`src/rtl/scl_timing_pkg.sv`:
```
package scl_timing_pkg;

    typedef enum logic [2:0] {
        PH_IDLE,
        PH_PARK,
        PH_LOW,
        PH_WAIT_HI,
        PH_HIGH
    } phase_t;

    localparam logic [1:0] SPD_STD  = 2'b01;
    localparam logic [1:0] SPD_FAST = 2'b10;
    localparam logic [1:0] SPD_HIGH = 2'b11;

    localparam int SEL_STD_HI  = 0;
    localparam int SEL_STD_LO  = 1;
    localparam int SEL_FAST_HI = 2;
    localparam int SEL_FAST_LO = 3;
    localparam int SEL_HS_HI   = 4;
    localparam int SEL_HS_LO   = 5;
    localparam int SEL_HOLD    = 6;
    localparam int NUM_CFG     = 7;

endpackage

```
`src/rtl/scl_cfg_regs.sv`:
```
module scl_cfg_regs
    import scl_timing_pkg::*;
#(
    parameter int CNT_W      = 16,
    parameter int MIN_CNT    = 6,
    parameter bit HS_PRESENT = 1'b1
) (
    input  logic             clk,
    input  logic             rst_n,
    input  logic             enable,
    input  logic             cfg_we,
    input  logic [2:0]       cfg_sel,
    input  logic [CNT_W-1:0] cfg_wdata,
    input  logic [1:0]       speed_sel,
    output logic [CNT_W-1:0] hi_eff,
    output logic [CNT_W-1:0] lo_eff,
    output logic [CNT_W-1:0] hold_cnt
);
    localparam logic [CNT_W-1:0] FLOOR = CNT_W'(MIN_CNT);

    logic [CNT_W-1:0] regs [NUM_CFG];
    logic             use_hs;
    logic             use_std;
    logic [CNT_W-1:0] hi_raw;
    logic [CNT_W-1:0] lo_raw;

    always_ff @(posedge clk or negedge rst_n) begin
        if (!rst_n) begin
            for (int i = 0; i < NUM_CFG; i++) begin
                regs[i] <= (i == SEL_HOLD) ? '0 : FLOOR;
            end
        end else if (cfg_we && !enable && (cfg_sel < 3'(NUM_CFG))) begin
            regs[cfg_sel] <= cfg_wdata;
        end
    end

    generate
        if (HS_PRESENT) begin : g_hs
            assign use_hs = (speed_sel == SPD_HIGH);
        end else begin : g_no_hs
            assign use_hs = 1'b0;
        end
    endgenerate

    assign use_std = (speed_sel == SPD_STD);

    always_comb begin
        if (use_hs) begin
            hi_raw = regs[SEL_HS_HI];
            lo_raw = regs[SEL_HS_LO];
        end else if (use_std) begin
            hi_raw = regs[SEL_STD_HI];
            lo_raw = regs[SEL_STD_LO];
        end else begin
            hi_raw = regs[SEL_FAST_HI];
            lo_raw = regs[SEL_FAST_LO];
        end
    end

    assign hi_eff   = (hi_raw < FLOOR) ? FLOOR : hi_raw;
    assign lo_eff   = (lo_raw < FLOOR) ? FLOOR : lo_raw;
    assign hold_cnt = regs[SEL_HOLD];

endmodule

```
`src/rtl/scl_phase_fsm.sv`:
```
module scl_phase_fsm
    import scl_timing_pkg::*;
#(
    parameter int CNT_W = 16
) (
    input  logic             clk,
    input  logic             rst_n,
    input  logic             enable,
    input  logic             start_req,
    input  logic             step_req,
    input  logic             scl_in,
    input  logic [CNT_W-1:0] hi_eff,
    input  logic [CNT_W-1:0] lo_eff,
    output phase_t           phase,
    output logic             scl_drive_low,
    output logic             scl_high_seen,
    output logic             bit_done,
    output logic             park_entry
);
    phase_t           st;
    phase_t           nxt;
    logic [CNT_W-1:0] cnt;

    always_comb begin
        nxt = st;
        unique case (st)
            PH_IDLE:    if (start_req)      nxt = PH_PARK;
            PH_PARK:    if (step_req)       nxt = PH_LOW;
            PH_LOW:     if (cnt == '0)      nxt = PH_WAIT_HI;
            PH_WAIT_HI: if (scl_in)         nxt = PH_HIGH;
            PH_HIGH:    if (cnt == '0)      nxt = PH_PARK;
            default:                        nxt = PH_IDLE;
        endcase
        if (!enable) nxt = PH_IDLE;
    end

    always_ff @(posedge clk or negedge rst_n) begin
        if (!rst_n) begin
            st  <= PH_IDLE;
            cnt <= '0;
        end else begin
            st <= nxt;
            if (nxt != st) begin
                if (nxt == PH_LOW)       cnt <= lo_eff - 1'b1;
                else if (nxt == PH_HIGH) cnt <= hi_eff - 1'b1;
                else                     cnt <= '0;
            end else if (cnt != '0) begin
                cnt <= cnt - 1'b1;
            end
        end
    end

    always_comb begin
        scl_drive_low = 1'b0;
        scl_high_seen = 1'b0;
        bit_done      = 1'b0;
        unique case (st)
            PH_IDLE:    ;
            PH_PARK:    scl_drive_low = 1'b1;
            PH_LOW:     scl_drive_low = 1'b1;
            PH_WAIT_HI: scl_high_seen = scl_in && enable;
            PH_HIGH:    bit_done      = (cnt == '0);
            default:    ;
        endcase
    end

    assign park_entry = (nxt == PH_PARK) && (st != PH_PARK);
    assign phase      = st;

endmodule

```
`src/rtl/sda_hold_timer.sv`:
```
module sda_hold_timer #(
    parameter int CNT_W = 16
) (
    input  logic             clk,
    input  logic             rst_n,
    input  logic             enable,
    input  logic             trigger,
    input  logic [CNT_W-1:0] hold_cnt,
    output logic             strobe
);
    logic             active;
    logic [CNT_W-1:0] remain;

    always_ff @(posedge clk or negedge rst_n) begin
        if (!rst_n) begin
            active <= 1'b0;
            remain <= '0;
        end else if (!enable) begin
            active <= 1'b0;
            remain <= '0;
        end else if (trigger) begin
            active <= 1'b1;
            remain <= hold_cnt;
        end else if (active) begin
            if (remain == '0) active <= 1'b0;
            else              remain <= remain - 1'b1;
        end
    end

    assign strobe = active && (remain == '0);

endmodule

```
`src/rtl/scl_timing_gen.sv`:
```
module scl_timing_gen
    import scl_timing_pkg::*;
#(
    parameter int CNT_W      = 16,
    parameter int MIN_CNT    = 6,
    parameter bit HS_PRESENT = 1'b1
) (
    input  logic             clk,
    input  logic             rst_n,
    input  logic             enable,
    input  logic             cfg_we,
    input  logic [2:0]       cfg_sel,
    input  logic [CNT_W-1:0] cfg_wdata,
    input  logic [1:0]       speed_sel,
    input  logic             start_req,
    input  logic             step_req,
    input  logic             scl_in,
    output logic             scl_drive_low,
    output logic             scl_high_seen,
    output logic             bit_done,
    output logic             sda_hold_strobe
);
    logic [CNT_W-1:0] hi_eff;
    logic [CNT_W-1:0] lo_eff;
    logic [CNT_W-1:0] hold_cnt;
    logic             park_entry;
    phase_t           phase;

    scl_cfg_regs #(
        .CNT_W(CNT_W), .MIN_CNT(MIN_CNT), .HS_PRESENT(HS_PRESENT)
    ) u_cfg (
        .clk(clk), .rst_n(rst_n), .enable(enable),
        .cfg_we(cfg_we), .cfg_sel(cfg_sel), .cfg_wdata(cfg_wdata),
        .speed_sel(speed_sel),
        .hi_eff(hi_eff), .lo_eff(lo_eff), .hold_cnt(hold_cnt)
    );

    scl_phase_fsm #(.CNT_W(CNT_W)) u_fsm (
        .clk(clk), .rst_n(rst_n), .enable(enable),
        .start_req(start_req), .step_req(step_req), .scl_in(scl_in),
        .hi_eff(hi_eff), .lo_eff(lo_eff),
        .phase(phase), .scl_drive_low(scl_drive_low),
        .scl_high_seen(scl_high_seen), .bit_done(bit_done),
        .park_entry(park_entry)
    );

    sda_hold_timer #(.CNT_W(CNT_W)) u_hold (
        .clk(clk), .rst_n(rst_n), .enable(enable),
        .trigger(park_entry), .hold_cnt(hold_cnt),
        .strobe(sda_hold_strobe)
    );

endmodule

```
`config.mk`:
```
export PLATFORM = sky130hd
export DESIGN_NAME = scl_timing_gen
export DESIGN_NICKNAME = d
export VERILOG_FILES = /design/src/rtl/scl_timing_pkg.sv /design/src/rtl/scl_cfg_regs.sv /design/src/rtl/scl_phase_fsm.sv /design/src/rtl/sda_hold_timer.sv /design/src/rtl/scl_timing_gen.sv
export SDC_FILE = /design/constraint.sdc
export NUM_CORES = 1
export LEC_CHECK = 0
export ABC_AREA = 1
export BUFFER_PORTS_ARGS = -buffer_cell sky130_fd_sc_hd__clkbuf_2
export CAP_MARGIN = 20
export CORE_ASPECT_RATIO = 1.4
export CORE_UTILIZATION = 55
export CTS_CLUSTER_SIZE = 28
export DETAILED_ROUTE_END_ITERATION = 6
export PLACE_DENSITY = 0.72
export SYNTH_ARGS = -nofsm -noshare
export SYNTH_HDL_FRONTEND = slang
export SYNTH_HIERARCHICAL = 1
export SYNTH_SLANG_ARGS = --single-unit
```
`constraint.sdc`:
```
create_clock -name clk -period 3.7 [get_ports clk]
set_input_delay 0.925 -clock clk [delete_from_list [all_inputs] [get_ports clk]]
set_output_delay 0.925 -clock clk [all_outputs]
set_load 0.02 [all_outputs]
```
---- Word level (Yosys, flattened, before mapping) ----
Cells that the tools add are included.
word-level totals
  flip-flop bits (word level) ............. 148
  word-level logic and storage cells ...... 79
  output and inout bits ................... 4
operators by class
  reduce and logical (&&, ||, !) cells .... 14
  add/subtract/negate cells ............... 4
  $lt $le $gt $ge ......................... 5
  bitwise logic cells ..................... 1
  equality and inequality tests ........... 13
  muxes and demuxes ....................... 31
operator list
  cell                   number
  $mux 16                15
  $bwmux 112             1
  $sub 16x1->16 const B  4
  $demux 16 s3           1
  $logic_not 16->1       2
  $lt 16x3->1 const B    2
  $mux 3                 6
  $reduce_bool 16->1     1
  $pmux 3 s5             1
  $eq 3x2->1 const B     3
  $mux 1                 7
  $eq 3x1->1 const B     2
  $eq 3x3->1 const B     2
  $logic_and 1x1->1      6
  $ne 3x1->1 const B     2
  $ge 4x4->1 const B     1
  $lt 4x1->1 const B     1
  $not 3->4              1
  $logic_not 3->1        1
  $lt 3x3->1 const B     1
  $ne 3x3->1             1
  $ne 3x3->1 const B     1
  $eq 2x1->1 const B     1
  $eq 2x2->1 const B     1
  other kinds (4)        4

---- Logic depth before layout (Yosys ltp) ----
  word-level depth ........................ 9
  gate-level depth with buffers ........... 23

---- Modules after synthesis ----
The synthesis kept the hierarchy.
by module, submodules not included
  module          cells an instance  area each (um^2)  times used  sequential area each (um^2)
  scl_cfg_regs    664                5338.9            1           2817.7
  scl_phase_fsm   330                2075.7            1           475.5
  sda_hold_timer  198                1246.2            1           425.4

---- Worst setup path before layout ----
Ideal clock, no wire load.
  kind .................................... input to register
  start point ............................. in speed_sel[0]
  end point ............................... reg u_fsm.cnt[10]
  data required time ...................... 3.583 ns
  stages on the path ...................... 21
  setup time .............................. 0.117 ns
  data arrival time ....................... 2.962 ns
  slack ................................... 0.621 ns
  cell sequence ........................... buf_6 -> buf_8 -> or2_2 -> nand3_1 -> nor2_1 -> nor2_1 -> nand2_1 -> nor2_1 -> nor2_1 -> inv_1 -> ha_1 -> inv_1 -> nor2_1 -> inv_1 -> nor2_1 -> nand2_1 -> xor2_1 -> nand2_1 -> o21ai_0 -> nand2_1 -> o21ai_2
RTL lines
  item                    RTL line              text
  start: declaration      scl_timing_gen.sv:14  input logic [1:0] speed_sel,
  $eq 2x1->1              scl_cfg_regs.sv:45    assign use_std = (speed_sel == SPD_STD);
  $mux 16                 scl_cfg_regs.sv:51    end else if (use_std) begin
  $mux 16 (*)             scl_cfg_regs.sv:48    if (use_hs) begin
  $lt 16x3->1             scl_cfg_regs.sv:61    assign lo_eff = (lo_raw < FLOOR) ? FLOOR : lo_raw;
  $mux 16 (*)             scl_cfg_regs.sv:61
  named net lo_eff[0]     scl_timing_gen.sv:24  logic [CNT_W-1:0] lo_eff;
  $sub 16x1->16 (*)       scl_phase_fsm.sv:44   if (nxt == PH_LOW) cnt <= lo_eff - 1'b1;
  $mux 16 (*)             scl_phase_fsm.sv:44
  $mux 16 (*)             scl_phase_fsm.sv:43   if (nxt != st) begin
  end signal: assignment  scl_phase_fsm.sv:44
  end signal: assignment  scl_phase_fsm.sv:45   else if (nxt == PH_HIGH) cnt <= hi_eff - 1'b1;
  end signal: assignment  scl_phase_fsm.sv:48   cnt <= cnt - 1'b1;
  end: declaration        scl_phase_fsm.sv:22   logic [CNT_W-1:0] cnt;
The timed path passes the listed nets; every way through them passes the cells marked *.
A chain may end at the register's enable or synchronous reset.

---- Final worst setup path ----
  start point ............................. in speed_sel[0]
  end point ............................... reg u_fsm.cnt[11]
on the way
  longest elaborated chain between the ends .. 9
RTL lines
  item                 RTL line              text
  $eq 2x1->1           scl_cfg_regs.sv:45
  $mux 16              scl_cfg_regs.sv:51
  $mux 16 (*)          scl_cfg_regs.sv:48
  $lt 16x3->1          scl_cfg_regs.sv:60    assign hi_eff = (hi_raw < FLOOR) ? FLOOR : hi_raw;
  $mux 16 (*)          scl_cfg_regs.sv:60
  named net hi_eff[0]  scl_timing_gen.sv:23  logic [CNT_W-1:0] hi_eff;
  $sub 16x1->16 (*)    scl_phase_fsm.sv:45
  $mux 16 (*)          scl_phase_fsm.sv:45
  $mux 16 (*)          scl_phase_fsm.sv:44
  $mux 16 (*)          scl_phase_fsm.sv:43
Marks and branches as above.

==> results_dict.tcl <==
set metrics [dict create \
    num_vias 7604 \
    dieArea_um2 16260 \
    ys_ff_latch 148 \
    fill_cells 1395 \
    cp-startpoint "speed_sel[0]" \
    row_count 53 \
    synthTopCellsByArea "dfrtp_1 39%, nand2_1 15%, o21ai_0 7.6%" \
    seqCellArea_um2 3719 \
    clk_latency_ps 430 \
    synthMuxAreaShare_pct 0.1156 \
    syn_inst 1192 \
    rsz0062_at_grt "no" \
    synthesis.area_um2 8661 \
    clkTransAtPathRegs_ps 60 \
    irDropWorstVdd_uv 417.4 \
    crit_arrival_ps 3500 \
    wirelength_um 22010 \
    period_needed_ps 3134 \
    finalWeightedCongestion 0.9509 \
    tightestPinTransition_ps 1040 \
    drt_iter0_drc 614 \
    setup-tns-final_ps 0 \
    power.switching_mw 2.595 \
    gr-total-overflow 0 \
    postCtsSetupBuffers 0 \
    cts_hold_buf 0 \
    finalInstanceArea_um2 9485 \
    synthXorXnorAreaFrac_pct 3.337 \
    remaining_drc_errors 0 \
    cts_root_buf "clkbuf_16" \
    period_share_pct 84.70 \
    dpl-instance-area_um2 8879 \
    fin_skew_ps 13.60 \
    syn_avg_cell_area_um2 7.266 \
    syn_to_final_growth_pct 9.520 \
    p_comb_share_pct 37.0 \
    dp_hpwl_um 16150 \
    die-height_um 150.5 \
    core-area_um2 15190 \
    synth_simple_gate_area_share_pct 32.95 \
    hold_violations 0 \
    nNetsFinal 1237 \
    synth.most_common_cell "nand2_1" \
    dr.pass1.iters 5 \
    min-delay-start "u_cfg/regs[62]" \
    drv_cap 0 \
    drive_gt1_share_pct 12.40 \
    portBuffers 31 \
    n_antenna_cell 0 \
    slew_viol_final 0 \
    synth.top_cells.by_count "354 x nand2_1, 136 x dfrtp_1, 132 x o21ai_0, 131 x nor2_1, 114 x inv_1" \
    intPower_mw 3.960 \
    postRouteAntennaNets 0 \
    synth_ff_type "dfrtp_1" \
    vias_per_cell 5.393 \
    initial_utilization_pct 57.03 \
    synth_compound_area_share_pct 10.30 \
    p_per_area_nw_per_um2 691.0 \
    r2r-start "u_cfg/regs[97]" \
    synth_edf_count 0 \
    async_flop_share_pct 100.0 \
    path_class "input pin to flip-flop" \
    crit_fanout 14 \
    power_frac_seq_pct 36.0 \
    synth_top_area_share_pct 39.30 \
    worstPathRequired_ps 4070 \
    max_freq_mhz 319.1 \
    critPathCaptureType "flip-flop" \
    pin_count 32 \
    drt-wirelength-per-cell_um 15.61 \
    yosysTopAreaCell "dfrtp_1" \
    ys.warnings.count 6 \
    synth_nets 1224 \
    relSlewSlack_pct 30.49 \
    hold_path.class "flip-flop to flip-flop" \
    multi_input_area_um2 4095 \
    clock_path_buffers 2 \
    cts_buffers 17 \
    clkPwrFrac_pct 27.0 \
    critPathLaunchType "input pin" \
    grt_pass1_vias 7429 \
    antenna_found_initial 0 \
    cts_tree "done" \
    grt_usage_pct 29.89 \
    die_w_um 108.1 \
    grt_first_pass_wirelength_um 36630 \
    synth_top_family_by_area "simple AND/OR/NAND/NOR gates" \
    setup_viol 0 \
    ctsResizeCount 0 \
    grt_max_degree 76 \
    swShare_pct 39.59 \
    cts-htree-levels 4 \
    power.leakage_nw 4.921 \
    outcome "finished, final reports clean" \
    cts.sink_count 148 \
    synth.distinct_cells 44 \
    ys_seq_area_share_pct 42.94 \
    synth_fa_ha_area_share_pct 0.5779 \
]
==> flip-flops by register name, indices dropped and copies added (netlist names) <==
name and cells:
u_hold/active 1, u_cfg/regs 96, u_fsm/cnt 16, u_fsm/phase 3, u_hold/remain 16, u_cfg/hold_cnt 16
==> layer usage <==
layer / up-vias / global-route usage (%) / share of wire, %
met5: - / 0 / 0
met4: 0 / 17.05 / 5.1
met3: 72 / 5.758 / 5.1
met2: 225 / 49.11 / 49
met1: 3518 / 36.52 / 41
li1: 3789 / - / -
==> worst max-delay path, stage by stage <==
cell      delay (ps)
clkbuf_2         120
inv_2            120
buf_4            230
nand2_1           80
nand2_1          100
nor2_1           190
nand2_1           80
inv_1             60
nand2_1           50
nor2_1           110
a21oi_1          110
inv_1             90
nand3_1          140
nor2_1           380
nand3_1          150
xor2_1           190
o22ai_1          220
nand2_1          100
nand2_1           70
==> cell usage in the layout, fill, tap and decap left out, types with 7 or more instances in the layout <==
master and count:
clkbuf_2 30, nor3_1 11, nand3_1 93, nand2_1 354
inv_6 7, inv_1 114, nor2_1 131, nand3_2 8
o21ai_1 10, nand4_1 8, dfrtp_1 136, nand2_4 7
xor2_1 22, o21ai_0 132, buf_4 19, clkbuf_16 17
xnor2_1 11, a21oi_1 14, nor2_2 7, nand2_2 12
dfstp_2 12
==> layout make-up <==
cell class / count / share of cell area (%)
Sequential cell: 148 / 39.20
Inverter: 122 / 4.854
Clock buffer: 17 / 4.485
Timing Repair Buffer: 53 / 3.839
Multi-Input combinational cell: 863 / 43.17
Tap cell: 192 / 2.533
Clock inverter: 15 / 1.913
==> cell families (layout without fill, tap and decap cells) <==
kind of cell    after synthesis  count (layout)
xor+xnor                     33              33
fa+ha+maj                     4               4
compound gates              170             170
mux                           1               1
simple gates                655             655
buf+inv                     181             207
flops                       148             148
==> worst paths after layout <==
| kind | to | slack [ps] | cells after the start |
|---|---|---|---|
| min in group asynchronous | u_hold/remain[11] | 510 | 1 |
| max in group asynchronous | u_cfg/regs[18] | 2360 | 2 |
| max reg2reg | u_fsm/cnt[11] | 1070 | 17 |
| min | u_cfg/regs[62] | 480 | 2 |
| max | u_fsm/cnt[11] | 570 | 19 |
| min reg2reg | u_cfg/regs[62] | 480 | 2 |
==> through the flow <==
| stage | std cells | util [%] | setup slack (ps) | hold slack (ps) | power [mW] |
|---|---|---|---|---|---|
| after global placement | 1378 | 58.47 | 183.3 | 461.7 | 4.742 |
| after detailed placement | 1378 | 58.47 | 152.4 | 466.0 | 4.790 |
| after floorplan | 1192 | - | 620.9 | 444.4 | 4.257 |
| after global routing | 1410 | 62.46 | 237.2 | 503.9 | 7.078 |
| final | 1410 | 62.46 | 566.1 | 476.9 | 6.555 |
| after CTS | 1410 | 62.46 | 578.8 | 481.5 | 6.586 |
==> power groups by stage <==
stage / Combinational [mW] / Clock [mW] / Sequential [mW]
after global routing: 2.80 / 1.87 / 2.40
after detailed placement: 2.41 / 0 / 2.38
after global placement: 2.36 / 0 / 2.38
after CTS: 2.43 / 1.80 / 2.36
after floorplan: 1.98 / 0 / 2.28
final: 2.43 / 1.77 / 2.36
No activity file was read; power rests on OpenSTA's default activity.
